## src/rtl/chan_pack_pkg.sv

```systemverilog
// Shared definitions for the channel-group packer: flag register bit
// positions that the readout stage decodes.
package chan_pack_pkg;
    localparam int FLG_DEMUX  = 0;   // two half-width samples per word
    localparam int FLG_DIS_LO = 2;   // first group-disable bit (group 0)
    localparam int FLG_RLE    = 8;   // run-length compression enable
endpackage

```

## src/rtl/cp_unfold.sv

```systemverilog
// Unfold stage. Holds one input word. Outside demux mode it passes the word
// on unchanged. In demux mode it emits two samples from it: the upper half
// moved into the lower half's positions first, then the lower half.
// Assumes the demux setting is steady while a word is held.
module cp_unfold #(
    parameter int SW = 32
) (
    input  logic          clk,
    input  logic          rst_n,
    input  logic          demux,
    input  logic          in_valid,
    output logic          in_ready,
    input  logic [SW-1:0] in_data,
    output logic          out_valid,
    input  logic          out_ready,
    output logic [SW-1:0] out_data
);
    localparam int HW = SW / 2;

    logic          full;
    logic          phase;      // 0: upper half pending, 1: lower half pending
    logic [SW-1:0] hold;
    logic          last_phase;

    // Decide whether the held word finishes with the current output.
    always_comb begin
        last_phase = !demux || phase;
        in_ready   = !full || (out_ready && last_phase);
        out_valid  = full;
        if (!demux)
            out_data = hold;
        else if (!phase)
            out_data = {{HW{1'b0}}, hold[SW-1:HW]};
        else
            out_data = {{HW{1'b0}}, hold[HW-1:0]};
    end

    // Load a new word or step through its halves.
    always_ff @(posedge clk) begin
        if (!rst_n) begin
            full  <= 1'b0;
            phase <= 1'b0;
            hold  <= '0;
        end else if (in_valid && in_ready) begin
            full  <= 1'b1;
            phase <= 1'b0;
            hold  <= in_data;
        end else if (full && out_ready) begin
            if (last_phase)
                full <= 1'b0;
            else
                phase <= 1'b1;
        end
    end
endmodule

```

## src/rtl/cp_compact.sv

```systemverilog
// Group compactor (combinational). Keeps the bytes of enabled groups and
// packs them into the low end of the word, lowest group first. In demux
// mode only the lower half of the groups can be enabled.
module cp_compact #(
    parameter int GROUPS = 4,
    parameter int GW     = 8,
    parameter int NW     = $clog2(GROUPS + 1)
) (
    input  logic [GROUPS*GW-1:0] smp,
    input  logic [GROUPS-1:0]    dis,
    input  logic                 demux,
    output logic [GROUPS*GW-1:0] pk,
    output logic [NW-1:0]        nbytes
);
    logic [GROUPS-1:0] en;

    // One enable per group: not disabled, and inside the demux half if folding.
    for (genvar g = 0; g < GROUPS; g++) begin : g_en
        if (g < GROUPS / 2) begin : g_low
            assign en[g] = !dis[g];
        end else begin : g_high
            assign en[g] = !dis[g] && !demux;
        end
    end

    // Pack the enabled bytes downward and count them.
    always_comb begin
        int k;
        k  = 0;
        pk = '0;
        for (int g = 0; g < GROUPS; g++) begin
            if (en[g]) begin
                pk[k*GW +: GW] = smp[g*GW +: GW];
                k = k + 1;
            end
        end
        nbytes = NW'(k);
    end
endmodule

```

## src/rtl/cp_rle.sv

```systemverilog
// Compression and limit stage. Takes packed samples, counts repeats when
// compression is on, and emits data words and count words into a one-word
// output register. It stops output once the sample limit is covered and
// discards further input. Assumes flags and limit are steady during a readout.
module cp_rle #(
    parameter int SW      = 32,
    parameter int GW      = 8,
    parameter int NW      = 3,
    parameter int LIMIT_W = 24
) (
    input  logic               clk,
    input  logic               rst_n,
    input  logic               rle_en,
    input  logic [LIMIT_W-1:0] limit,
    input  logic               in_valid,
    output logic               in_ready,
    input  logic [SW-1:0]      in_word,
    input  logic [NW-1:0]      in_n,
    output logic               out_valid,
    input  logic               out_ready,
    output logic [SW-1:0]      out_word,
    output logic [NW-1:0]      out_n,
    output logic               out_cnt
);
    localparam logic [SW-1:0] ONE = {{(SW-1){1'b0}}, 1'b1};

    logic [LIMIT_W-1:0] acct;        // samples already accounted for
    logic               have_prev;
    logic [SW-1:0]      prev;
    logic [SW-1:0]      run;         // extra repeats not yet reported
    logic [SW-1:0]      top_m;       // flag bit of the current word size
    logic [SW-1:0]      max_run;
    logic [SW-1:0]      data_m;
    logic [SW-1:0]      run_nx;
    logic               done, last, can_load, match, flush_first;
    logic               take, emit, emit_cnt;
    logic [SW-1:0]      emit_word;

    // Derive the word-size dependent flag position and run ceiling.
    always_comb begin
        if (in_n == '0) begin
            top_m   = '0;
            max_run = ONE;
        end else begin
            top_m   = ONE << (GW * int'(in_n) - 1);
            max_run = top_m - ONE;
        end
        data_m = rle_en ? (in_word & ~top_m) : in_word;
    end

    // Choose what this cycle consumes and emits.
    always_comb begin
        done        = acct >= limit;
        last        = (acct + 1'b1) == limit;
        can_load    = !out_valid || out_ready;
        match       = rle_en && have_prev && (data_m == prev);
        flush_first = rle_en && !match && (run != '0);
        run_nx      = run + ONE;
        in_ready    = done || (can_load && !flush_first);
        take        = in_valid && in_ready && !done;
        emit        = 1'b0;
        emit_cnt    = 1'b0;
        emit_word   = data_m;
        if (in_valid && !done && can_load) begin
            if (flush_first) begin
                emit      = 1'b1;
                emit_cnt  = 1'b1;
                emit_word = run | top_m;
            end else if (match) begin
                if (run_nx == max_run || last) begin
                    emit      = 1'b1;
                    emit_cnt  = 1'b1;
                    emit_word = run_nx | top_m;
                end
            end else begin
                emit = 1'b1;
            end
        end
    end

    // Update run state and the limit account.
    always_ff @(posedge clk) begin
        if (!rst_n) begin
            acct      <= '0;
            have_prev <= 1'b0;
            prev      <= '0;
            run       <= '0;
        end else if (in_valid && !done && can_load) begin
            if (flush_first) begin
                run <= '0;
            end else if (match) begin
                acct <= acct + 1'b1;
                run  <= emit_cnt ? '0 : run_nx;
            end else begin
                acct      <= acct + 1'b1;
                prev      <= data_m;
                have_prev <= 1'b1;
            end
        end
    end

    // Output word register.
    always_ff @(posedge clk) begin
        if (!rst_n) begin
            out_valid <= 1'b0;
            out_word  <= '0;
            out_n     <= '0;
            out_cnt   <= 1'b0;
        end else if (can_load) begin
            out_valid <= emit;
            if (emit) begin
                out_word <= emit_word;
                out_n    <= in_n;
                out_cnt  <= emit_cnt;
            end
        end
    end

    logic unused_take;
    assign unused_take = take;
endmodule

```

## src/rtl/cp_serial.sv

```systemverilog
// Byte serializer. Takes a packed word with its byte count and sends the
// bytes lowest first. A word of zero bytes is taken and dropped.
module cp_serial #(
    parameter int SW = 32,
    parameter int GW = 8,
    parameter int NW = 3
) (
    input  logic          clk,
    input  logic          rst_n,
    input  logic          in_valid,
    output logic          in_ready,
    input  logic [SW-1:0] in_word,
    input  logic [NW-1:0] in_n,
    output logic          out_valid,
    input  logic          out_ready,
    output logic [GW-1:0] out_data
);
    logic          busy;
    logic [SW-1:0] w;
    logic [NW-1:0] n_r;
    logic [NW-1:0] idx;
    logic          at_end;

    // Handshake and byte select.
    always_comb begin
        at_end    = (idx + 1'b1) == n_r;
        in_ready  = !busy || (out_ready && at_end);
        out_valid = busy;
        out_data  = w[int'(idx)*GW +: GW];
    end

    // Load a word, then step through its bytes.
    always_ff @(posedge clk) begin
        if (!rst_n) begin
            busy <= 1'b0;
            w    <= '0;
            n_r  <= '0;
            idx  <= '0;
        end else if (in_valid && in_ready) begin
            busy <= (in_n != '0);
            w    <= in_word;
            n_r  <= in_n;
            idx  <= '0;
        end else if (busy && out_ready) begin
            if (at_end)
                busy <= 1'b0;
            else
                idx <= idx + 1'b1;
        end
    end
endmodule

```

## src/rtl/chan_pack.sv

```systemverilog
// Channel-group packer top: unfold -> compact -> compress/limit -> serialize.
// A synchronous reset starts a readout. Flags and limit are assumed steady
// while a readout runs.
module chan_pack
    import chan_pack_pkg::*;
#(
    parameter int GROUPS  = 4,
    parameter int GROUP_W = 8,
    parameter int FLAG_W  = 12,
    parameter int LIMIT_W = 24
) (
    input  logic                      clk,
    input  logic                      rst_n,
    input  logic                      s_valid,
    output logic                      s_ready,
    input  logic [GROUPS*GROUP_W-1:0] s_data,
    input  logic [FLAG_W-1:0]         cfg_flags,
    input  logic [LIMIT_W-1:0]        cfg_limit,
    output logic                      m_valid,
    input  logic                      m_ready,
    output logic [GROUP_W-1:0]        m_data
);
    localparam int SW = GROUPS * GROUP_W;
    localparam int NW = $clog2(GROUPS + 1);

    logic          demux, rle_en;
    logic [GROUPS-1:0] dis;
    logic          u_valid, u_ready;
    logic [SW-1:0] u_data;
    logic [SW-1:0] c_word;
    logic [NW-1:0] c_n;
    logic          rle_valid, rle_ready, rle_cnt;
    logic [SW-1:0] rle_word;
    logic [NW-1:0] rle_n;

    // Decode the flag fields this stage uses.
    always_comb begin
        demux  = cfg_flags[FLG_DEMUX];
        rle_en = cfg_flags[FLG_RLE];
        dis    = cfg_flags[FLG_DIS_LO +: GROUPS];
    end

    cp_unfold #(.SW(SW)) u_unfold (
        .clk(clk), .rst_n(rst_n), .demux(demux),
        .in_valid(s_valid), .in_ready(s_ready), .in_data(s_data),
        .out_valid(u_valid), .out_ready(u_ready), .out_data(u_data)
    );

    cp_compact #(.GROUPS(GROUPS), .GW(GROUP_W), .NW(NW)) u_compact (
        .smp(u_data), .dis(dis), .demux(demux), .pk(c_word), .nbytes(c_n)
    );

    cp_rle #(.SW(SW), .GW(GROUP_W), .NW(NW), .LIMIT_W(LIMIT_W)) u_rle (
        .clk(clk), .rst_n(rst_n), .rle_en(rle_en), .limit(cfg_limit),
        .in_valid(u_valid), .in_ready(u_ready), .in_word(c_word), .in_n(c_n),
        .out_valid(rle_valid), .out_ready(rle_ready), .out_word(rle_word),
        .out_n(rle_n), .out_cnt(rle_cnt)
    );

    cp_serial #(.SW(SW), .GW(GROUP_W), .NW(NW)) u_serial (
        .clk(clk), .rst_n(rst_n),
        .in_valid(rle_valid), .in_ready(rle_ready), .in_word(rle_word), .in_n(rle_n),
        .out_valid(m_valid), .out_ready(m_ready), .out_data(m_data)
    );
endmodule

```

## config.mk

```make
export PLATFORM = sky130hd
export DESIGN_NAME = chan_pack
export DESIGN_NICKNAME = d
export VERILOG_FILES = /design/src/rtl/chan_pack_pkg.sv /design/src/rtl/cp_unfold.sv /design/src/rtl/cp_compact.sv /design/src/rtl/cp_rle.sv /design/src/rtl/cp_serial.sv /design/src/rtl/chan_pack.sv
export SDC_FILE = /design/constraint.sdc
export NUM_CORES = 1
export LEC_CHECK = 0
export BUFFER_PORTS_ARGS = -buffer_cell sky130_fd_sc_hd__buf_2
export CAP_MARGIN = 20
export CORE_UTILIZATION = 40
export DETAILED_ROUTE_END_ITERATION = 7
export GPL_TIMING_DRIVEN = 0
export HOLD_SLACK_MARGIN = 0.02
export PLACE_DENSITY = 0.54
export SETUP_SLACK_MARGIN = 0.05
export SKIP_CTS_REPAIR_TIMING = 1
export SKIP_LAST_GASP = 1
export SYNTH_ARGS = -nofsm -noshare
export SYNTH_HDL_FRONTEND = slang
export SYNTH_SLANG_ARGS = --single-unit
```

## constraint.sdc

```tcl
create_clock -name clk -period 7.3 [get_ports clk]
set_input_delay 1.46 -clock clk [delete_from_list [all_inputs] [get_ports clk]]
set_output_delay 1.46 -clock clk [all_outputs]
set_load 0.05 [all_outputs]
```

# == Word level (Yosys, flattened, before mapping) ==
# Cells that the tools add are included.
# word_totals
ff_bits,198
input_bits,72
output_inout_bits,10
elab_cells,131
# op_classes
add_sub_neg,11
order_cmp,1
eq_ne,4
n_shift,8
muxes,36
n_bitwise,9
reduce_logical,48
# ops
cell,count
$mux W32,14
$shift A8 B33 Y32 const A,3
$shiftx A8 B33 Y32,3
$bwmux W32,3
$neg A32 Y33,2
$eq A32 B32 Y1,2
$or A32 B32 Y32,2
$neg A4 Y33,1
$add A32 B1 Y32 const B,1
$and A32 B32 Y32,1
$not A32 Y32,1
$reduce_bool A32 Y1,1
$shiftx A32 B7 Y8,1
$shl A1 B32 Y32 const A,1
$sub A32 B1 Y32 const B,1
$mux W29,1
$add A24 B1 Y24 const B,1
$eq A24 B24 Y1,1
$ge A24 B24 Y1,1
$mux W16,1
$logic_and A1 B1 Y1,15
$mux W1,14
$reduce_and A2 Y1,7
$reduce_bool A2 Y1,5
other kinds (16),34

# == Depth between registers and ports, before layout ==
# depth
depth_word,26
depth_mapped,23
ltp_nobuf,20

# == Modules after synthesis ==
# A second synthesis with hierarchy kept.
# hier_totals
cells_unflattened,1676
area_unflattened_um2,13407.9
# by_module_without_submodules
module,n_inst,cells_per_inst,area_per_inst_um2,seq_area_each_um2
cp_rle,1,1166,8974.9,2522.4
cp_serial,1,202,1773.0,780.7
cp_unfold,1,187,1687.9,680.7
cp_compact,1,121,972.2,0.0

# == Worst setup path after synthesis ==
# No wires, ideal clock.
# synth_timing
kind,input -> output
from,input port cfg_flags[4]
to,output port s_ready
arrival_time_ns,5.378
required_ns,5.840
slack_ns,0.462
cell_stages,19
n_path_buf,4
path_cell_list,buf_2 -> or2_2 -> clkbuf_1 -> nand2_1 -> o21ai_0 -> ha_1 -> nor3b_1 -> a221oi_2 -> ha_1 -> nor2_1 -> o21ai_0 -> nor2_1 -> or4_1 -> nor4_2 -> nand4_2 -> o21ai_2 -> a311o_2 -> buf_4 -> buf_6
# synth_between
elab_chain_len,21
word_cells_on_any_way,28
classes_between,add/sub (3); eq/ne (1); shift (3); mux (7); bitwise (2); reduce/logical (12)
# synth_rtl
element,line_no,rtl
from (decl),chan_pack.sv:17,"input logic [FLAG_W-1:0] cfg_flags,"
$logic_not A1 Y1 *,cp_compact.sv:22,assign en[g] = !dis[g] && !demux;
$logic_and A1 B1 Y1 *,cp_compact.sv:22,
"parallel branches: the longest is 8 deep, another holds $neg A32 Y33",-,
$mux W32 *,cp_rle.sv:48,data_m = rle_en ? (in_word & ~top_m) : in_word;
$eq A32 B32 Y1 *,cp_rle.sv:56,match = rle_en && have_prev && (data_m == prev);
$logic_and A1 B1 Y1 *,cp_rle.sv:56,
$logic_not A1 Y1 *,cp_rle.sv:57,flush_first = rle_en && !match && (run != '0);
$logic_and A1 B1 Y1 * (2 in series),cp_rle.sv:57,
$logic_not A1 Y1 *,cp_rle.sv:59,in_ready = done || (can_load && !flush_first);
$logic_and A1 B1 Y1 *,cp_rle.sv:59,
$logic_or A1 B1 Y1 *,cp_rle.sv:59,
$logic_and A1 B1 Y1 *,cp_unfold.sv:28,in_ready = !full || (out_ready && last_phase);
$logic_or A1 B1 Y1 *,cp_unfold.sv:28,
to (decl),chan_pack.sv:15,"output logic s_ready,"
# Mark *: on every way between the ends.

# == Worst setup path after layout ==
# layout_timing
from,input port cfg_flags[3]
to,output port s_ready
# layout_between
elab_chain_len,21
word_cells_on_any_way,33
classes_between,add/sub (5); eq/ne (1); shift (5); mux (10); bitwise (2); reduce/logical (10)
# layout_rtl
element,line_no
"parallel branches: the longest is 10 deep, another holds $neg A32 Y33",-
$mux W32 *,cp_rle.sv:48
$eq A32 B32 Y1 *,cp_rle.sv:56
$logic_and A1 B1 Y1 *,cp_rle.sv:56
$logic_not A1 Y1 *,cp_rle.sv:57
$logic_and A1 B1 Y1 * (2 in series),cp_rle.sv:57
$logic_not A1 Y1 *,cp_rle.sv:59
$logic_and A1 B1 Y1 *,cp_rle.sv:59
$logic_or A1 B1 Y1 *,cp_rle.sv:59
$logic_and A1 B1 Y1 *,cp_unfold.sv:28
$logic_or A1 B1 Y1 *,cp_unfold.sv:28
# Marked as above.

==> results.sh <==
export IMPL_stdcell_area_um2=16200
export IMPL_placed_area_um2=15100
export IMPL_crit_path_end_kind="output port"
export IMPL_yosys_area_top_type="dfxtp_1"
export IMPL_fin_cells=2371
export IMPL_ir_drop_mv=0.175
export IMPL_drt_iter0_drc=1438
export IMPL_synth_seq_cells=198
export IMPL_cts_tree="built"
export IMPL_multi_input_area_um2=9600
export IMPL_period_share_pct=98.0
export IMPL_synth_nets=1900
export IMPL_clkTransAtPathRegs_ns=0.08
export IMPL_synth_main_ff_cell="dfxtp_1"
export IMPL_synth_top_area_share_pct=28.0
export IMPL_drtPass1Iterations=6
export IMPL_required_ns=5.84
export IMPL_async_reset_ff_share_pct=0
export IMPL_ys_types=101
export IMPL_routedWlPerCell_um=24.2
export IMPL_timing_fmax_ghz=0.140
export IMPL_nets=2014
export IMPL_antenna_found_initial=1
export IMPL_insertion_delay_ns=0.47
export IMPL_grt_pass1_wl_um=85100
export IMPL_path_class="primary input to output port"
export IMPL_post_place_ws_ns=-1.21
export IMPL_syn_inst=1789
export IMPL_grt_remaining_overflow=0
export IMPL_cap_violations=0
export IMPL_crit_path_max_fanout=10
export IMPL_track_usage_pct=31.5
export IMPL_fin_skew_ns=0.0172
export IMPL_p_leak_nw=6.22
export IMPL_cp_arrival_ns=5.69
export IMPL_power_mw=2.64
export IMPL_gp_routability_congestion=0.989
export IMPL_die_x_um=190
export IMPL_powerDensity_nw_per_um2=163
export IMPL_synth_edff_count=0
export IMPL_via_count=14640
export IMPL_drc=0
export IMPL_num_io_pins=82
export IMPL_synth_area_top_cells="dfxtp_1, a21oi_1, nand2_1, xnor2_1, mux2i_1"
export IMPL_finalSetupViolations=0
export IMPL_drt_vias_per_instance=6.17
export IMPL_seqCellArea_um2=3960
export IMPL_htreeDepth=4
export IMPL_fill_cells=3575
export IMPL_worstRegToRegCells=15
export IMPL_cts_buffers=17
export IMPL_whs_path_depth=2
export IMPL_die_area_um2=36200
export IMPL_finalWorstSetupSlack_ns=0.147
export IMPL_post_synth_cell_area_avg_um2=7.91
export IMPL_core_area_um2=34700
export IMPL_drv_slew=0
export IMPL_n_antenna_cell=0
export IMPL_synth_most_common_cell="dfxtp_1"
export IMPL_grt_setup_unrepaired="false"
export IMPL_ys_warn_count=0
export IMPL_placementRows=68
export IMPL_synth_seq_area_share_pct=28.0
export IMPL_ant_nets=0
export IMPL_start_util_pct=40.8
export IMPL_hold_violations=0
export IMPL_synth_common_cells="dfxtp_1, nand2_1, a21oi_1, nor2_1, nand3_1"
export IMPL_slew_headroom_pct=27.0
export IMPL_fin_setup_tns_ns=0
export IMPL_wl_um=57400
export IMPL_hold_path_class="flop to flop"
export IMPL_io_buffer_count=72
export IMPL_status="finished clean"
export IMPL_root_buffer="clkbuf_16"
export IMPL_cp_start_kind="primary input"
export IMPL_fp_dieH_um=190
export IMPL_tightest_slew_ns=1.09
export IMPL_grt_pass1_vias=13325
export IMPL_hpwl_um=45200
export IMPL_clockBufferDepth=2
export IMPL_area_delta_synth_final_pct=14.2
export IMPL_fin_crit_ns=7.15
export IMPL_grt_max_degree=20
export IMPL_cts_sinks=198
export IMPL_synth_area_um2=14200
export IMPL_place_inst=2317
export IMPL_drive_above_1_share_pct=15.6
[cells in the final DEF (no fill, tap or decap), drive strengths merged, types with 14 or more instances in the layout]
master and n:
dfxtp 198, a22oi 21, nor3 49, a211oi 28
mux2i 55, nor4 33, ha 39, a21o 23
a21oi 132, nand2 169, o21ai 73, xor2 36
a21bo 29, buf 150, nand4 51, a31oi 23
clkbuf 107, o211ai 20, nor2b 20, xnor2 71
and3 23, o211a 18, inv 59, nand2b 14
nand3 93, and2 35, nor2 130
[per-layer routing]
layer  vias up  GRT usage (%)  wire [µm]
met5         -              0          0
met1      7162           46.1      26300
met3        61           6.03       5210
li1       6810              -          -
met2       607           47.1      24900
met4         0           7.38        916
[logic make-up (layout without fill, tap and decap cells)]
logic type / count (synthesis) / count (layout) / synth area share (%)
AOI/OAI and AO/OA: 485 / 485 / 24.2
xor gates and xnor gates: 108 / 108 / 6.78
adders and majority gates: 39 / 39 / 3.45
buffers and inverters: 197 / 324 / 5.98
DFF: 198 / 198 / 28.0
muxes: 70 / 70 / 5.72
and+or+nand+nor: 692 / 692 / 25.9
[path summary, 6_finish.rpt]
path	from	endpoint	slack, ns
max	cfg_flags[3]	s_ready	0.15
min	u_serial.w[30]	u_serial.w[30]	0.46
min reg2reg	u_serial.w[30]	u_serial.w[30]	0.46
max reg2reg	u_rle.run[0]	u_rle.out_word[18]	1.79
[stage by stage]
step                      hold slack, ns  util, %
after global placement             0.442     43.5
after CTS                          0.457     45.2
after global routing               0.471     46.6
after floorplan                    0.429        -
after detailed placement           0.446     43.5
final                              0.459     46.6
[layout make-up]
class                      count  area share (%)
buffer                       142            4.18
clock inverter                13           0.998
clock buffer                  19            2.74
sequential                   198            24.5
inverter                      54            1.25
tap                          455            3.52
timing repair buffer          96            3.43
multi-input combinational   1394            59.4
[flip-flops by register name, indices dropped and copies added, names as in the netlist]
register,cells
u_unfold.out_valid,1
u_rle.out_word,32
u_rle.acct,24
u_serial.idx,3
u_rle.have_prev,1
u_rle.run,32
u_serial.out_valid,1
u_rle.out_valid,1
u_serial.n_r,3
u_rle.out_n,3
u_serial.w,32
u_unfold.phase,1
u_unfold.hold,32
u_rle.prev,32
[worst max-delay path, stage by stage]
cell,delay (ns)
clkbuf_4,0.15
inv_1,0.09
ha_4,0.32
buf_8,0.15
xnor2_4,0.13
ha_4,0.25
nor4_2,0.35
o2111a_2,0.34
buf_2,0.29
a21oi_1,0.09
o21ai_0,0.25
nand4_1,0.22
and4bb_2,0.41
nand4_2,0.19
o21ai_4,0.29
a311o_2,0.27
buf_8,0.12
buf_6,0.14
buf_8,0.15
[report_power, final]
part | internal [mW] | switching, mW
Clock | 0.499 | 0.510
Combinational | 0.182 | 0.293
Sequential | 1.11 | 0.0406
Total | 1.79 | 0.844
Note: power is estimated with default switching activity, not from simulation.
